## src/rtl/rx_flow_rts.sv

```systemverilog
module rx_flow_rts #(
  parameter int LVL_W = 7,
  parameter int THR_W = 6
) (
  input  logic             clk,
  input  logic             rst_n,
  input  logic [LVL_W-1:0] fifo_level,
  input  logic [THR_W-1:0] flow_thresh,
  input  logic             hw_fc_en,
  input  logic             sw_rts,
  output logic             rts_n,
  output logic             flow_trig
);
  localparam int HYST  = 4;
  localparam int MIN_T = 4;
  localparam int CW    = ((LVL_W > THR_W) ? LVL_W : THR_W) + 1;

  logic [CW-1:0] lvl_x, thr_x;
  logic active, at_thr, below_rel;
  logic rts_on_q, trig_q;

  assign lvl_x     = CW'(fifo_level);
  assign thr_x     = CW'(flow_thresh);
  assign active    = hw_fc_en && (thr_x >= CW'(MIN_T));
  assign at_thr    = lvl_x >= thr_x;
  assign below_rel = (lvl_x + CW'(HYST)) <= thr_x;

  always_ff @(posedge clk or negedge rst_n) begin
    if (!rst_n) begin
      rts_on_q <= 1'b1;
      trig_q   <= 1'b0;
    end else begin
      trig_q <= active && at_thr;
      if (!active)        rts_on_q <= sw_rts;
      else if (at_thr)    rts_on_q <= 1'b0;
      else if (below_rel) rts_on_q <= 1'b1;
    end
  end

  assign rts_n     = ~rts_on_q;
  assign flow_trig = trig_q;
endmodule

```

## config.mk

```make
export PLATFORM = sky130hd
export DESIGN_NAME = rx_flow_rts
export DESIGN_NICKNAME = d
export VERILOG_FILES = /design/src/rtl/rx_flow_rts.sv
export SDC_FILE = /design/constraint.sdc
export NUM_CORES = 1
export LEC_CHECK = 0
export ABC_AREA = 1
export BUFFER_PORTS_ARGS = -buffer_cell sky130_fd_sc_hd__buf_2
export CAP_MARGIN = 20
export CORE_AREA = 2 2 39 41
export CTS_BUF_LIST = sky130_fd_sc_hd__clkbuf_8
export CTS_CLUSTER_SIZE = 25
export DETAILED_ROUTE_END_ITERATION = 8
export DIE_AREA = 0 0 41 43
export PLACE_DENSITY = 0.65
export SLEW_MARGIN = 10
export SYNTH_ARGS = -nofsm -noshare
export SYNTH_HDL_FRONTEND = slang
export SYNTH_SLANG_ARGS = --single-unit
```

## constraint.sdc

```tcl
create_clock -name clk -period 0.8 [get_ports clk]
set_input_delay 0.04 -clock clk [delete_from_list [all_inputs] [get_ports clk]]
set_output_delay 0.04 -clock clk [all_outputs]
set_load 0.01 [all_outputs]
```

# Word level (Yosys, flattened, before mapping)
# Cells that the tools add are included.
[totals]
regBits = 2
word_cells = 13
[classes]
n_lt_le_gt_ge = 3
n_eq_ne = 1
addsub = 1
mux = 3
n_reduce_logical = 2
bitwise = 1
[ops]
columns = ["operator", "count"]
rows = [
  ["adder 7 x 3 -> 8 bit (second input constant)", 1],
  ["<= comparator 8 x 6 -> 1 bit", 1],
  ["greater-or-equal comparator 7 x 6 -> 1 bit", 1],
  ["greater-or-equal comparator 6 x 3 -> 1 bit (second input constant)", 1],
  ["2-to-1 mux 1 bit", 3],
  ["inequality test 3 x 1 -> 1 bit (second input constant)", 1],
  ["logical AND 1 bit", 2],
  ["NOT 1 bit", 1],
]

# Longest topological paths before layout
[depth]
depth_word = 5
mapped_depth = 11
mapped_depth_nobuf = 11

# Worst setup path after synthesis
# Ideal clock, no wire load.
[synth_path]
kind = "input-to-reg"
startpoint = "input port fifo_level[2]"
endpoint = "register rts_on_q"
arrival_ns = 1.034
setup_ns = 0.068
path_slack_ns = -0.302
t_required_ns = 0.732
n_path_buf = 0
cell_stages = 7
cell_sequence = "ha_1 > ha_1 > a21oi_1 > o21ai_0 > nand3_1 > nand2_1 > a21oi_2"
[synth_via]
elab_chain_len = 3
elab_cells_between_ends = 6
cone_classes = "add/sub: 1; order compare: 2; eq/ne: 1; mux: 2"
[synth_lines]
columns = ["element", "line_no", "text"]
rows = [
  ["start: declaration", "7", "input logic [LVL_W-1:0] fifo_level,"],
  ["adder 7 x 3 -> 8 bit / greater-or-equal comparator 7 x 6 -> 1 bit (equally long branches)", "26, 25", ""],
  ["<= comparator 8 x 6 -> 1 bit / 2-to-1 mux 1 bit (equally long branches)", "26, 35", ""],
  ["inequality test 3 x 1 -> 1 bit (no line) / 2-to-1 mux 1 bit (equally long branches)", "--", ""],
  ["end signal: assignment", "34", "if (!active) rts_on_q <= sw_rts;"],
  ["end: declaration", "20", "logic rts_on_q, trig_q;"],
]
# Several ways; a longest one is shown, not always the timed one.
# A chain may end at the register's enable or synchronous reset.

# Worst setup path after layout
# Same ends and word-level chain as after synthesis.

==> results.md <==
GRT:
- The remaining global-route overflow is 0.
- The via count of the first global-routing pass is between 500 and 600.
- Entering global routing, the biggest net connects 5 pins.
- The initial antenna violation count is 0.
- The aggregate global-route resource usage is 16.33%.
- The first global-routing pass estimated roughly 2 mm of wire.

Outcome:
- The final reports fail on setup timing.
- The flow ran to the end, but the final reports show violations.

CTS:
- The clock tree root driver cell is sky130_fd_sc_hd__clkbuf_8.
- The later-pin clock latency in the skew report is approximately 210 ps.
- The clock passes through at most 2 buffers.
- The number of H-tree branching levels is 1.
- TritonCTS built the clock tree.
- TritonCTS created 3 clock buffers.
- The clock transition at the register clock pins on the worst setup and hold paths after CTS is around 30 ps.
- CTS saw 2 sinks.

Power and ir drop:
- IR analysis of the VDD net gives a maximum drop of ~0.46 mV.
- The static leakage power is ~0.47 nW.
- Combinational cells account for about 45% of the total power.
- Net switching is around 31% of the power.
- The share of total power in the clock network is between 40% and 50%.
- The power per standard cell area is 1090 nW/µm².
- Registers are responsible for 12.5% of the overall power.
- The switching power is between 300 and 400 µW.
- The internal portion of the total power is approximately 670 µW.

Routing:
- The met2 wire length is 637 µm.
- After detailed routing, the met3 layer carries 34 µm of wire.
- The final routed wirelength across all metal layers is 1.153 mm.
- Dividing the detail-routed wire length by the instance count gives ~9 µm.
- The total iterations of the first detailed-routing run is 4.
- The average vias per placed instance is around 4.5.
- The highest metal layer used by the detailed router is met4.
- After the first detailed-routing iteration, the DRC count stood at 6.
- In the final routing, the length of wire on met1 measures between 400 and 500 µm.
- The post-route DRC violation count is 0.
- The detail route stage leaves a number of antenna-violating nets equal to 0.
- Across all layers, the routed design uses 583 vias.

Setup path:
- Along the worst path, the maximum fanout reaches 4.
- The end of the worst register-to-register path is rts_on_q.
- STA classifies the critical path startpoint as an input pin.
- The critical path is of the input pin to flip-flop type.
- STA puts the critical path data required time at roughly 940 ps.
- For flop-to-flop paths, the worst setup slack is -80 ps.
- The depth of the most critical reg-to-reg path is 4.
- STA classifies the critical path endpoint as a flip-flop.
- The most critical setup path has its startpoint at fifo_level[2].
- The reg-to-reg startpoint is rts_on_q.
- The data arrival at the endpoint of the critical path is 1100 ps.

Timing:
- For the pin with the worst max-slew slack, the measured transition is 151.3 ps.
- Clock skew on the completed layout was measured at 0 ps.
- Setup repair after global routing could not meet its margin everywhere.
- The worst hold margin is approximately 150 ps.
- The worst path uses 120.1% of the clock period.
- The fmax is between 1000 and 1500 MHz.
- The worst-case setup margin in the final layout is -160.8 ps.
- The number of hold violations in the final report was 0.
- The relative slew slack is 89.89%.
- The number of max-slew violations in the final report is 0.
- After layout, the minimum clock period comes to roughly 960 ps.
- The final setup violation count is 3.
- For the final routed database, the setup TNS stands at -325.5 ps.

Synth:
- After synthesis, the cell types taking the most area are sky130_fd_sc_hd__ha_1 (28%), sky130_fd_sc_hd__nand2_1 (15%), sky130_fd_sc_hd__inv_1 (13%).
- The sequential cell area fraction in the yosys report is roughly a tenth.
- The count of yosys warnings during synthesis is 0.
- The synthesized cell area is 488.0 µm².
- Dividing the synthesized area by the synthesized cell count gives 6.177 µm².
- The register bit total from synthesis is 2.
- The netlist uses 18 different library cells.
- The number of nets in the synthesized netlist is ~110.
- The top cell type's share of synthesized area is approximately 28%.
- The leading area contributor after synthesis is sky130_fd_sc_hd__ha_1.
- After technology mapping, the gate count stands at 79.

Layout:
- The number of antenna diodes in the final layout is 0.
- The area growth from synthesis to layout is 82.82%.
- Of the cells placed in the final design, the portion with a size suffix greater than 1 is between 50% and 60%.
- Cells fill 64.47% of the core in the end.
- The number of nets at the end of the flow is between 100 and 150.
- Counting the fill cells in the layout gives 129.
- In the layout the commonest cells are sky130_fd_sc_hd__nand2_1 (14), sky130_fd_sc_hd__buf_2 (14), sky130_fd_sc_hd__inv_1 (11).

Floorplanning:
- In this run the standard cell core region covers around 1400 µm².
- The full die area is approximately 1800 µm².
- The initial core utilization is 35.26%.
- The floorplan step set the die height to 43 µm.
- For this design the top-level I/O count stands at 19.
- After floorplanning, the core was divided into 14 placement rows.
- From left edge to right edge, the die measures ~41 µm.

Place:
- At the end of routability-driven placement, the weighted congestion stood at between 0.6 and 0.7.
- The wire-length estimate of the detail-placed layout is just under 1 mm.
- Port buffering added 18 buffers.

Min path:
- The kind of path behind the tightest hold check is input pin to asynchronous set/reset pin.

Flow run:
- The reported max-cap violation count is 0.
worst max path at each step:
stage / to / cells past startpoint / slack (ps)
finish: rts_on_q / 10 / -160
global route: rts_on_q / 10 / -220
CTS: rts_on_q / 12 / -190
detailed placement: rts_on_q / 10 / -440
global placement: rts_on_q / 10 / -430
floorplan: rts_on_q / 9 / -220
registers in the layout (all words and copies together), names as in the netlist:
register / flops
flow_trig: 1
rts_on_q: 1
cell type report:
cell class | instances | area, µm² | area share, %
Tap cell | 16 | 20.02 | 2.244
Timing Repair Buffer | 30 | 222.7 | 24.96
Clock buffer | 3 | 41.29 | 4.628
Sequential cell | 2 | 51.30 | 5.750
Inverter | 18 | 70.07 | 7.854
Multi-Input combinational cell | 59 | 483.0 | 54.14
Clock inverter | 1 | 3.754 | 0.4208
routing by layer:
layer	up-vias	global-route usage, %
li1	314	-
met1	255	18.53
met2	12	29.06
met3	2	1.571
met4	0	6.000
met5	-	0
cells by family (layout without fill, tap and decap cells):
group | count (synthesis) | in the layout | synth area share, %
compound gates | 6 | 6 | 7.435
xor+xnor | 2 | 2 | 3.590
fa+ha+maj | 11 | 11 | 28.20
buf+inv | 18 | 52 | 13.85
flops | 2 | 2 | 10.51
simple gates | 40 | 40 | 36.41
critical path, cell delays in order:
cell and delay [ps]:
sky130_fd_sc_hd__buf_8 110, sky130_fd_sc_hd__ha_4 150, sky130_fd_sc_hd__xor2_1 140, sky130_fd_sc_hd__ha_1 270, sky130_fd_sc_hd__nand2_1 50, sky130_fd_sc_hd__inv_2 50
sky130_fd_sc_hd__nand2_1 50, sky130_fd_sc_hd__nor2_1 80, sky130_fd_sc_hd__nor2_1 50, sky130_fd_sc_hd__a21oi_2 120
what timing repair did:
item / in CTS / in global routing
endpoints found under the hold margin: 2 / 0
pin swaps: 13 / 9
buffers inserted: 0 / 0
gates cloned: 0 / 0
endpoints found under the setup margin: 3 / 3
hold buffers: 1 / 0
resized for setup: 8 / 13
power by group through the flow:
stage | clock [mW] | sequential (mW) | combinational (mW)
after global placement | 0 | 0.121 | 0.382
after CTS | 0.419 | 0.121 | 0.415
final | 0.413 | 0.122 | 0.437
after floorplan | 0 | 0.123 | 0.233
after detailed placement | 0 | 0.122 | 0.392
after global routing | 0.427 | 0.123 | 0.504
cell usage after synthesis:
cell type                   n
sky130_fd_sc_hd__a21oi_1    3
sky130_fd_sc_hd__a21oi_2    1
sky130_fd_sc_hd__dfrtp_1    1
sky130_fd_sc_hd__dfstp_2    1
sky130_fd_sc_hd__ha_1      11
sky130_fd_sc_hd__inv_1     17
sky130_fd_sc_hd__inv_2      1
sky130_fd_sc_hd__nand2_1   19
sky130_fd_sc_hd__nand2_2    2
sky130_fd_sc_hd__nand3_1    5
sky130_fd_sc_hd__nand3_2    1
sky130_fd_sc_hd__nand4_1    1
sky130_fd_sc_hd__nor2_1     9
sky130_fd_sc_hd__nor2_2     2
sky130_fd_sc_hd__o21ai_0    1
sky130_fd_sc_hd__o21bai_1   1
sky130_fd_sc_hd__or2_1      1
sky130_fd_sc_hd__xor2_1     2
through the flow:
| stage | instances | worst slack (ps) | cell area (µm²) | power [mW] |
|---|---|---|---|---|
| final | 129 | -160.8 | 892.1 | 0.9721 |
| after CTS | 129 | -185.3 | 859.6 | 0.9550 |
| after floorplan | 79 | -224.0 | 586.8 | 0.3562 |
| after global placement | 124 | -434.9 | 779.5 | 0.5036 |
| after global routing | 129 | -219.8 | 892.1 | 1.054 |
| after detailed placement | 124 | -442.9 | 779.5 | 0.5133 |
Note: power is estimated with default switching activity, not from simulation.
